--- src/rtl/sb_pkg.sv ---
// Shared types for the store buffer.
package sb_pkg;
    // Commit sequencer: wait for ownership of the head, then write it.
    typedef enum logic {
        CM_OWN   = 1'b0,
        CM_WRITE = 1'b1
    } cm_state_e;
endpackage

--- src/rtl/sb_fifo.sv ---
// sb_fifo: the ordered entry storage of the store buffer.
// Entries are written at the tail and removed at the head. Every entry
// is also presented in age order (index 0 = oldest) for lookups.
// Assumes DEPTH is a power of two, so pointers wrap on their own.
module sb_fifo #(
    parameter int DEPTH = 8,
    parameter int AW    = 32,
    parameter int DW    = 32,
    localparam int NB   = DW / 8,
    localparam int PW   = $clog2(DEPTH),
    localparam int CW   = $clog2(DEPTH + 1)
) (
    input  logic          clk,
    input  logic          rst_n,
    input  logic          push,
    input  logic [AW-1:0] push_addr,
    input  logic [DW-1:0] push_data,
    input  logic [NB-1:0] push_be,
    input  logic          pop,
    output logic [CW-1:0] count,
    output logic          age_valid [DEPTH],
    output logic [AW-1:0] age_addr  [DEPTH],
    output logic [DW-1:0] age_data  [DEPTH],
    output logic [NB-1:0] age_be    [DEPTH]
);
    logic [AW-1:0] mem_addr [DEPTH];
    logic [DW-1:0] mem_data [DEPTH];
    logic [NB-1:0] mem_be   [DEPTH];
    logic [PW-1:0] wr_ptr, rd_ptr;

    // Write the incoming store into the tail slot.
    always_ff @(posedge clk) begin
        if (push) begin
            mem_addr[wr_ptr] <= push_addr;
            mem_data[wr_ptr] <= push_data;
            mem_be[wr_ptr]   <= push_be;
        end
    end

    // Advance the pointers and keep the occupancy count.
    always_ff @(posedge clk) begin
        if (!rst_n) begin
            wr_ptr <= '0;
            rd_ptr <= '0;
            count  <= '0;
        end else begin
            if (push) wr_ptr <= wr_ptr + 1'b1;
            if (pop)  rd_ptr <= rd_ptr + 1'b1;
            count <= count + CW'(push) - CW'(pop);
        end
    end

    // Present the slots in age order, oldest first.
    for (genvar k = 0; k < DEPTH; k++) begin : g_age
        logic [PW-1:0] slot;
        assign slot         = rd_ptr + PW'(k);
        assign age_valid[k] = (count > CW'(k));
        assign age_addr[k]  = mem_addr[slot];
        assign age_data[k]  = mem_data[slot];
        assign age_be[k]    = mem_be[slot];
    end


    no_overflow_chk: assert property (@(posedge clk) disable iff (!rst_n)
        push |-> (count < CW'(DEPTH)));

    no_underflow_chk: assert property (@(posedge clk) disable iff (!rst_n)
        pop |-> (count != '0));

    count_hold_chk: assert property (@(posedge clk) disable iff (!rst_n)
        (!push && !pop) |=> $stable(count));
endmodule

--- src/rtl/sb_fwd.sv ---
// sb_fwd: byte-granular store-to-load forwarding.
// Scans the entries from oldest to youngest, so a younger writer of a
// byte overrides an older one. Purely combinational.
module sb_fwd #(
    parameter int DEPTH = 8,
    parameter int AW    = 32,
    parameter int DW    = 32,
    localparam int NB   = DW / 8
) (
    input  logic          age_valid [DEPTH],
    input  logic [AW-1:0] age_addr  [DEPTH],
    input  logic [DW-1:0] age_data  [DEPTH],
    input  logic [NB-1:0] age_be    [DEPTH],
    input  logic [AW-1:0] ld_addr,
    output logic [NB-1:0] hit_be,
    output logic [DW-1:0] hit_data
);
    // Merge the matching bytes, the youngest writer winning.
    always_comb begin
        hit_be   = '0;
        hit_data = '0;
        for (int k = 0; k < DEPTH; k++) begin
            if (age_valid[k] && (age_addr[k] == ld_addr)) begin
                for (int b = 0; b < NB; b++) begin
                    if (age_be[k][b]) begin
                        hit_be[b]          = 1'b1;
                        hit_data[8*b +: 8] = age_data[k][8*b +: 8];
                    end
                end
            end
        end
    end
endmodule

--- src/rtl/sb_commit.sv ---
// sb_commit: ownership handshake and commit timing for the head entry.
// Only the head may have a request outstanding. A grant moves the
// sequencer to the write state, and the head is written and popped in
// the next cycle. Assumes head_valid stays high until that pop.
module sb_commit (
    input  logic clk,
    input  logic rst_n,
    input  logic head_valid,
    input  logic own_ack,
    output logic own_req,
    output logic cm_fire
);
    import sb_pkg::*;
    cm_state_e state;

    // Step from request to write on a grant, and back after one write.
    always_ff @(posedge clk) begin
        if (!rst_n) begin
            state <= CM_OWN;
        end else begin
            case (state)
                CM_OWN:   if (head_valid && own_ack) state <= CM_WRITE;
                CM_WRITE: state <= CM_OWN;
                default:  state <= CM_OWN;
            endcase
        end
    end

    // Decode the handshake outputs from the state.
    always_comb begin
        own_req = (state == CM_OWN) && head_valid;
        cm_fire = (state == CM_WRITE);
    end


    commit_after_ack_chk: assert property (@(posedge clk) disable iff (!rst_n)
        cm_fire |-> $past(own_req && own_ack));

    single_write_chk: assert property (@(posedge clk) disable iff (!rst_n)
        cm_fire |=> !cm_fire);

    req_hold_chk: assert property (@(posedge clk) disable iff (!rst_n)
        (own_req && !own_ack) |=> own_req);
endmodule

--- src/rtl/sb_store_buffer.sv ---
// sb_store_buffer: per-core store buffer placed in front of the L1 data cache.
// Stores enter in program order and commit oldest first, each one after
// its ownership grant. Loads forward from the buffer byte by byte. A
// fence or locked-operation request blocks younger accesses until the
// buffer is empty. Addresses are word addresses.
module sb_store_buffer #(
    parameter int DEPTH = 8,
    parameter int AW    = 32,
    parameter int DW    = 32,
    localparam int NB   = DW / 8,
    localparam int CW   = $clog2(DEPTH + 1)
) (
    input  logic          clk,
    input  logic          rst_n,
    input  logic          st_valid,
    input  logic [AW-1:0] st_addr,
    input  logic [DW-1:0] st_data,
    input  logic [NB-1:0] st_be,
    output logic          st_ready,
    input  logic          ld_valid,
    input  logic [AW-1:0] ld_addr,
    output logic          ld_ready,
    output logic          ld_hit,
    output logic [NB-1:0] ld_fwd_be,
    output logic [DW-1:0] ld_data,
    input  logic          fence_req,
    output logic          drained,
    output logic          own_req,
    output logic [AW-1:0] own_addr,
    input  logic          own_ack,
    output logic          cm_valid,
    output logic [AW-1:0] cm_addr,
    output logic [DW-1:0] cm_data,
    output logic [NB-1:0] cm_be
);
    logic [CW-1:0] count;
    logic          age_valid [DEPTH];
    logic [AW-1:0] age_addr  [DEPTH];
    logic [DW-1:0] age_data  [DEPTH];
    logic [NB-1:0] age_be    [DEPTH];
    logic [NB-1:0] hit_be;
    logic [DW-1:0] hit_data;
    logic          push, fence_block, ld_go;

    sb_fifo #(.DEPTH(DEPTH), .AW(AW), .DW(DW)) u_fifo (
        .clk(clk), .rst_n(rst_n),
        .push(push), .push_addr(st_addr), .push_data(st_data), .push_be(st_be),
        .pop(cm_valid), .count(count),
        .age_valid(age_valid), .age_addr(age_addr),
        .age_data(age_data), .age_be(age_be)
    );

    sb_fwd #(.DEPTH(DEPTH), .AW(AW), .DW(DW)) u_fwd (
        .age_valid(age_valid), .age_addr(age_addr),
        .age_data(age_data), .age_be(age_be),
        .ld_addr(ld_addr), .hit_be(hit_be), .hit_data(hit_data)
    );

    sb_commit u_commit (
        .clk(clk), .rst_n(rst_n),
        .head_valid(age_valid[0]), .own_ack(own_ack),
        .own_req(own_req), .cm_fire(cm_valid)
    );

    // Acceptance and fence gating at the pipeline side.
    always_comb begin
        drained     = (count == '0);
        fence_block = fence_req && !drained;
        st_ready    = (count != CW'(DEPTH)) && !fence_block;
        ld_ready    = !fence_block;
        push        = st_valid && st_ready;
        ld_go       = ld_valid && ld_ready;
    end

    // Forwarding results, zero unless a load proceeds.
    always_comb begin
        ld_fwd_be = ld_go ? hit_be   : '0;
        ld_data   = ld_go ? hit_data : '0;
        ld_hit    = |ld_fwd_be;
    end

    // The head entry drives both the ownership and the commit ports.
    always_comb begin
        own_addr = age_addr[0];
        cm_addr  = age_addr[0];
        cm_data  = age_data[0];
        cm_be    = age_be[0];
    end


    fence_block_chk: assert property (@(posedge clk) disable iff (!rst_n)
        (fence_req && !drained) |-> (!st_ready && !ld_ready && !ld_hit));

    head_stable_chk: assert property (@(posedge clk) disable iff (!rst_n)
        cm_valid |-> ($stable(cm_addr) && $stable(cm_data) && $stable(cm_be)));

    drained_req_chk: assert property (@(posedge clk) disable iff (!rst_n)
        drained |-> !own_req && !cm_valid);
endmodule

--- config.mk ---
export PLATFORM = sky130hd
export DESIGN_NAME = sb_store_buffer
export DESIGN_NICKNAME = d
export VERILOG_FILES = /design/src/rtl/sb_pkg.sv /design/src/rtl/sb_fifo.sv /design/src/rtl/sb_fwd.sv /design/src/rtl/sb_commit.sv /design/src/rtl/sb_store_buffer.sv
export SDC_FILE = /design/constraint.sdc
export NUM_CORES = 2
export LEC_CHECK = 0
export BUFFER_PORTS_ARGS = -buffer_cell sky130_fd_sc_hd__buf_2
export CAP_MARGIN = 20
export CORE_AREA = 2 2 373 375
export CTS_CLUSTER_SIZE = 40
export DETAILED_ROUTE_END_ITERATION = 6
export DIE_AREA = 0 0 375 377
export GPL_TIMING_DRIVEN = 1
export PLACE_DENSITY_LB_ADDON = 0.15
export RECOVER_POWER = 100
export REMOVE_ABC_BUFFERS = 1
export SYNTH_ARGS = -nofsm -noshare
export SYNTH_HDL_FRONTEND = slang
export SYNTH_HIERARCHICAL = 1
export SYNTH_SLANG_ARGS = --single-unit
export TNS_END_PERCENT = 50
--- constraint.sdc ---
create_clock -name clk -period 6.95 [get_ports clk]
set_input_delay 0 -clock clk [delete_from_list [all_inputs] [get_ports clk]]
set_output_delay 0 -clock clk [all_outputs]
set_load 0.01 [all_outputs]
Word-level counts from Yosys, hierarchy flattened
Memories as Yosys holds them, arrays and structs flattened. A register that Yosys moved wholly into a read port is not among the register bits.
Cells that the tools add are included.

storage, ports and cells
  register bits = 11
  memory bits (writable) = 544
  input port bits = 106
  output and inout bits = 142
  word-level logic and storage cells = 145
  memories kept = 3

memories
  name             words  bits a word  read ports  clocked after Yosys merged registers in  wr ports  RTL line       source
  u_fifo.mem_addr  8      32           8           1                                        1         sb_fifo.sv:26  logic [AW-1:0] mem_addr [DEPTH];
  u_fifo.mem_data  8      32           8           1                                        1         sb_fifo.sv:27  logic [DW-1:0] mem_data [DEPTH];
  u_fifo.mem_be    8      4            8           1                                        1         sb_fifo.sv:28  logic [NB-1:0] mem_be [DEPTH];

cells by class
  add/subtract/negate cells = 10
  $lt $le $gt $ge = 8
  eq/ne operators = 9
  muxes and demuxes = 92
  bitwise operators = 1
  reduce and logical (&&, ||, !) cells = 18

operators with widths
  cell                 number
  $mux 32              9
  $eq 32x32->1         8
  $mux 8               32
  $mux 4               9
  $mux 1               35
  $mux 3               6
  $gt 4x3->1 const B   4
  $logic_and 1x1->1    14
  $add 3x3->3 const B  4
  $gt 4x1->1 const B   2
  $gt 4x2->1 const B   2
  $add 3x1->3 const B  2
  $add 3x2->3 const B  2
  $add 4x1->4          1
  $logic_not 4->1      1
  $ne 4x4->1 const B   1
  $reduce_or 4->1      1
  $sub 4x1->4          1
  $logic_not 1->1      2
  $pmux 1 s2           1
  $not 1->1            1

Longest topological paths before layout
  depth in word-level cells = 19
  mapped depth = 21
  depth with buffers taken out = 14

By module
Netlist, hierarchy kept.

modules (own cells, without submodules)
  module           times used  cells an instance  area each (um^2)  seq. area each (um^2)
  sb_fifo          1           3077               40050.9           16595.9
  sb_fwd           1           1042               7149.4            0.0
  sb_store_buffer  1           84                 568.0             0.0
  sb_commit        1           3                  38.8              20.0

Worst setup path before layout
OpenSTA, ideal clock, no wires.

  kind = register -> register
  from = register u_fifo.count[1]
  to = memory u_fifo.mem_addr[0][0] (enable)
  setup time = 0.578 ns
  arrival time = 6.047 ns
  setup slack = 0.325 ns
  stages on the path, launching flop included = 5
  path through = dfxtp_1 o31a_1 a211oi_1 nand2b_1 nor3_1

between the ends
  word-level cells in the longest chain between the ends = 8
  elaborated cells between the ends (all ways) = 9
  classes of those cells = eq/ne: 1; mux: 2; reduce/logical: 6

ends and longest elaborated chain
  element                         RTL line               source
  start, declared                 sb_fifo.sv:20          output logic [CW-1:0] count,
  start signal, assigned          sb_fifo.sv:49          count <= count + CW'(push) - CW'(pop);
  $logic_not 4->1                 sb_store_buffer.sv:67  drained = (count == '0);
  $logic_not 1->1                 sb_store_buffer.sv:68  fence_block = fence_req && !drained;
  $logic_and 1x1->1               sb_store_buffer.sv:68
  $logic_not 1->1                 sb_store_buffer.sv:69  st_ready = (count != CW'(DEPTH)) && !fence_block;
  $logic_and 1x1->1 *             sb_store_buffer.sv:69
  $logic_and 1x1->1 *             sb_store_buffer.sv:71  push = st_valid && st_ready;
  net push                        sb_store_buffer.sv:43  logic push, fence_block, ld_go;
  $mux 1 *                        sb_fifo.sv:33          if (push) begin
  $mux 1 (not written as such) *  sb_fifo.sv:34          mem_addr[wr_ptr] <= push_addr;
  end, declared                   sb_fifo.sv:26

The timed path passes the listed nets; every way through them passes the cells marked *.

Worst setup path after layout
  from = register u_fifo.rd_ptr[1]
  to = output port ld_data[15]

between the ends
  word-level cells in the longest chain between the ends = 18
  elaborated cells between the ends (all ways) = 39
  classes of those cells = add/sub: 7; eq/ne: 7; mux: 15; reduce/logical: 7; memory: 3

ends and longest elaborated chain
  element                      RTL line               source
  start, declared              sb_fifo.sv:29          logic [PW-1:0] wr_ptr, rd_ptr;
  start signal, assigned       sb_fifo.sv:48          if (pop) rd_ptr <= rd_ptr + 1'b1;
  $add 3x1->3 *                sb_fifo.sv:56          assign slot = rd_ptr + PW'(k);
  net u_fifo.g_age[1].slot[1]  sb_fifo.sv:55          logic [PW-1:0] slot;
  $mem_v2 8x32                 n/a
  $eq 32x32->1                 sb_fwd.sv:23           if (age_valid[k] && (age_addr[k] == ld_addr)) begin
  $logic_and 1x1->1            sb_fwd.sv:23
  $mux 32 *                    sb_fwd.sv:23
  $mux 8                       sb_fwd.sv:25           if (age_be[k][b]) begin
  $mux 32 *                    sb_fwd.sv:23
  [4 not listed]               n/a
  $mux 8                       sb_fwd.sv:25
  $mux 32 *                    sb_fwd.sv:23
  $mux 8                       sb_fwd.sv:25
  $mux 32 *                    sb_fwd.sv:23
  $mux 8                       sb_fwd.sv:25
  $mux 32 *                    sb_fwd.sv:23
  net hit_data[15]             sb_store_buffer.sv:42  logic [DW-1:0] hit_data;
  $mux 32 *                    sb_store_buffer.sv:78  ld_data = ld_go ? hit_data : '0;
  end, declared                sb_store_buffer.sv:25  output logic [DW-1:0] ld_data,

Marked as above.

==> impl_metrics.xml <==
<?xml version="1.0" encoding="UTF-8"?>
<metrics>
  <group name="status">
    <metric name="run_status" unit="">finished with violations</metric>
    <metric name="failed_checks" unit="">capacitance limit, slew limit</metric>
  </group>
  <group name="worst_setup_path">
    <metric name="critical_path.endpoint_type" unit="">output pin</metric>
    <metric name="critical_path.slowest_cell" unit="">nand3_1</metric>
    <metric name="cp_max_fo" unit="">48</metric>
    <metric name="worst_setup_path_start_kind" unit="">register</metric>
    <metric name="crit_arrival" unit="ns">6.72</metric>
    <metric name="critPathTopFamily" unit="">simple AND/OR/NAND/NOR gates</metric>
    <metric name="crit_buf_inv" unit="">4</metric>
    <metric name="crit_path_cell_trace" unit="">inv_4 -&gt; ha_4 -&gt; buf_12 -&gt; mux4_2 -&gt; nand2_1 -&gt; nand2_1 -&gt; xnor2_1 -&gt; nand4_1 -&gt; nor4_2 -&gt; buf_4 -&gt; nand4_1 -&gt; nand3_1 -&gt; o22ai_1 -&gt; a21oi_1 -&gt; and3_1 -&gt; clkbuf_1</metric>
    <metric name="critPathRequiredTime" unit="ns">6.95</metric>
    <metric name="max_stage_delay" unit="ns">0.76</metric>
    <metric name="worst-setup-path-type" unit="">reg2out</metric>
  </group>
  <group name="drt">
    <metric name="avgViaCountPerCell" unit="">6.17</metric>
    <metric name="dr_total_vias" unit="">38200</metric>
    <metric name="drcViolationCount" unit="">0</metric>
    <metric name="detail-route-antenna-nets" unit="">0</metric>
    <metric name="dr.first_iter.drc_count" unit="">4580</metric>
    <metric name="detail_route.wl_per_cell" unit="um">29.2</metric>
    <metric name="routed_wirelength" unit="mm">181</metric>
    <metric name="drt_pre_antenna_iters" unit="">6</metric>
  </group>
  <group name="logic_synthesis">
    <metric name="number_of_enable_type_register_cells_in_the_synthesized_netlist" unit="">544</metric>
    <metric name="synth.top_cells.by_area" unit="">edfxtp_1, mux4_2, nand2_1, xnor2_1, nand4_1</metric>
    <metric name="synth_largest_area_cell" unit="">edfxtp_1</metric>
    <metric name="top_ff_cell_synth" unit="">edfxtp_1</metric>
    <metric name="yosys_warnings" unit="">6</metric>
    <metric name="synth_top_area_share" unit="%">34.2</metric>
    <metric name="synth_area" unit="um^2">47800</metric>
    <metric name="share_of_synthesized_area_occupied_by_flip_flops_and_latches" unit="%">34.8</metric>
    <metric name="synth_area_per_cell" unit="um^2">11.4</metric>
    <metric name="synth_seq_cells" unit="">558</metric>
    <metric name="post_synth_num_cell_types" unit="">60</metric>
    <metric name="postSynth.asyncResetShare" unit="%">0</metric>
    <metric name="postSynthCellCount" unit="">4206</metric>
  </group>
  <group name="clocking">
    <metric name="clkTransAtPathRegs" unit="ns">0.05</metric>
    <metric name="cts_root_buf" unit="">clkbuf_16</metric>
    <metric name="clock_tree_from_tritoncts" unit="">yes</metric>
    <metric name="clockBufferDepth" unit="">3</metric>
    <metric name="clock-sinks" unit="">558</metric>
    <metric name="cts_max_level" unit="">3</metric>
    <metric name="insertion_delay_of_the_later_clocked_pin_in_the_worst_skew_pair" unit="ns">0.71</metric>
    <metric name="postCtsSetupRepairBufs" unit="">0</metric>
    <metric name="cts_made_buffers" unit="">71</metric>
  </group>
  <group name="power">
    <metric name="pwr_density_cell" unit="nW/um^2">280</metric>
    <metric name="p_leak" unit="nW">18.7</metric>
    <metric name="switching_share" unit="%">38.9</metric>
    <metric name="report.power.total" unit="mW">14.9</metric>
    <metric name="pwr-share-seq" unit="%">28.5</metric>
    <metric name="max-vdd-ir-drop" unit="V">0.000187</metric>
    <metric name="clkPwrFrac" unit="%">26.3</metric>
    <metric name="power_frac_comb" unit="%">45.2</metric>
    <metric name="intPower" unit="mW">9.13</metric>
    <metric name="power.switching" unit="mW">5.81</metric>
  </group>
  <group name="sta">
    <metric name="clock_skew" unit="ns">0.0420</metric>
    <metric name="timing_worst_slew_pin_value" unit="ns">3.82</metric>
    <metric name="total_neg_setup_slack" unit="ns">0</metric>
    <metric name="max_freq" unit="MHz">149</metric>
    <metric name="rsz0062_at_grt" unit="">no</metric>
    <metric name="final-hold-violation-count" unit="">0</metric>
    <metric name="layout_worst_path_cycle_share" unit="%">96.6</metric>
    <metric name="layout_min_cycle_time" unit="ns">6.72</metric>
    <metric name="setup_viol" unit="">0</metric>
    <metric name="drv_slew" unit="">621</metric>
    <metric name="max-slew-margin-rel" unit="%">-155</metric>
  </group>
  <group name="floorplanning">
    <metric name="num_rows" unit="">136</metric>
    <metric name="dieHeight" unit="um">377</metric>
    <metric name="ios" unit="">248</metric>
    <metric name="fp.dieW" unit="um">375</metric>
    <metric name="design.die.area" unit="um^2">141000</metric>
    <metric name="initial_core_util" unit="%">34.9</metric>
    <metric name="core" unit="um^2">137000</metric>
  </group>
  <group name="grt">
    <metric name="grt_first_pass_wirelength" unit="mm">262</metric>
    <metric name="grt_start_max_net_pins" unit="">91</metric>
    <metric name="globalRoute.totalOverflow" unit="">0</metric>
    <metric name="antenna_found_initial" unit="">24</metric>
    <metric name="via_count_of_the_first_global_routing_pass" unit="">35900</metric>
    <metric name="grt_usage" unit="%">25.2</metric>
  </group>
  <group name="finish">
    <metric name="final_cell_area" unit="um^2">53400</metric>
    <metric name="final_nets" unit="">4447</metric>
    <metric name="drive_gt1_share" unit="%">24.8</metric>
    <metric name="syn_to_final_growth" unit="%">11.8</metric>
  </group>
  <group name="place">
    <metric name="input_output_buffers" unit="">247</metric>
    <metric name="dp_hpwl" unit="mm">121</metric>
    <metric name="gp_congestion" unit="">0.908</metric>
    <metric name="place_area" unit="um^2">50500</metric>
  </group>
  <group name="min_path">
    <metric name="hold_path.class" unit="">in2reg</metric>
  </group>
  <group name="job">
    <metric name="maxCapViolCount" unit="">17</metric>
  </group>
</metrics>
## final timing paths
check                                                    from  cells past startpoint                          endpoint  slack, ns
worst min register to register  u_fifo/wr_ptr[0]$_SDFFE_PN0P_                      2     u_fifo/wr_ptr[0]$_SDFFE_PN0P_       0.50
worst max register to register     u_fifo/count[1]$_SDFF_PN0_                      5  u_fifo/mem_data[5][21]$_DFFE_PP_       0.69
worst min-delay path                                fence_req                      6     u_fifo/wr_ptr[2]$_SDFFE_PN0P_       0.04
worst max-delay path            u_fifo/rd_ptr[1]$_SDFFE_PN0P_                     16                       ld_data[15]       0.23
## registers in the layout, indices dropped and copies added (netlist names), named ones only
signal and count:
u_fifo/mem_addr 256, u_fifo/mem_data 256, u_fifo/mem_be 32, u_fifo/count 4, u_fifo/rd_ptr 3, u_fifo/wr_ptr 3
u_commit/cm_fire 1
## power groups by stage
stage | logic [mW] | clock network, mW | registers [mW]
finish | 6.76 | 3.93 | 4.26
global route | 7.24 | 4.13 | 4.29
CTS | 6.80 | 4.02 | 4.23
detailed placement | 6.73 | 0 | 4.30
global placement | 6.74 | 0 | 4.30
floorplan | 4.68 | 0 | 4.50
## repair_timing
item | CTS | global route
resized for setup | 0 | 2
endpoints found under the hold margin | 558 | 0
hold buffers | 73 | 0
endpoints found under the setup margin | 0 | 5
## layout make-up
type,count,area [um^2]
multi-input cells,3188,29000
clock inverters,53,624
flip-flops and latches,558,16600
repair buffers,443,2830
fillers,13200,83500
inverters,66,250
clock buffers,79,1840
diodes,4,10.0
well taps,1794,2240
## metal layers
layer	wire [um]	vias up	GRT usage [%]	part of all wire [%]
met1	72900	19700	34.0	40
met2	84800	1989	40.4	47
met5	150	-	0	0.083
li1	-	16100	-	-
met4	6780	28	8.56	3.8
met3	16000	349	5.35	8.8
## placed cells by master, fill, tap and decap left out, drive strengths merged, types with 29 or more instances in the layout
| cell type | count |
|---|---|
| o22ai | 32 |
| edfxtp | 544 |
| and3 | 59 |
| nor2 | 31 |
| nand3 | 29 |
| mux2i | 67 |
| xor2 | 59 |
| o2111ai | 33 |
| clkbuf | 226 |
| mux4 | 680 |
| nor2b | 37 |
| xnor2 | 201 |
| nand2 | 1486 |
| buf | 223 |
| mux2 | 84 |
| nand4 | 162 |
| and2 | 44 |
| dlygate4sd3 | 73 |
| inv | 76 |
## per-stage QoR
stage | setup slack (ns) | util, % | std cells | hold slack [ns]
after global routing | 0.0275 | 39.0 | 6184 | 0.0889
final | 0.233 | 39.0 | 6185 | 0.0356
after global placement | 1.01 | 36.8 | 5971 | 0.275
after CTS | 0.223 | 39.2 | 6177 | 0.00795
after floorplan | -25.17 | - | 3812 | 0.0989
after detailed placement | 0.947 | 36.8 | 5972 | 0.270
## worst min-delay path, delay by kind of cell
family                    cells  cell delay [ns]
AOI/OAI and AO/OA             2             0.25
and+or+nand+nor               2             0.23
buffers and inverters         1             0.12
xor gates and xnor gates      1             0.05
## synthesized netlist by cell type, drive strengths merged, types with 2 or more instances
library cell,count
nand2,1486
mux4,680
edfxtp,544
buf,263
xnor2,201
nand4,162
clkbuf,131
mux2,84
mux2i,67
inv,65
and3,59
xor2,59
and2,44
nor2b,37
o2111ai,33
o22ai,32
nor2,31
nand3,29
nor3,27
a21oi,25
nor4,21
o21ai,19
a31oi,17
a22o,16
nand4b,16
dfxtp,14
ha,12
nand2b,6
and4,5
a21boi,3
a221oi,2
o21a,2
## cell families after synthesis
logic type / share of synthesized area (%)
and+or+nand+nor: 17.4
muxes: 35.4
DFF: 34.8
buffers and inverters: 4.92
xor gates and xnor gates: 4.86
AOI/OAI and AO/OA: 2.26
adders and majority gates: 0.356
No activity file was read; power rests on OpenSTA's default activity.
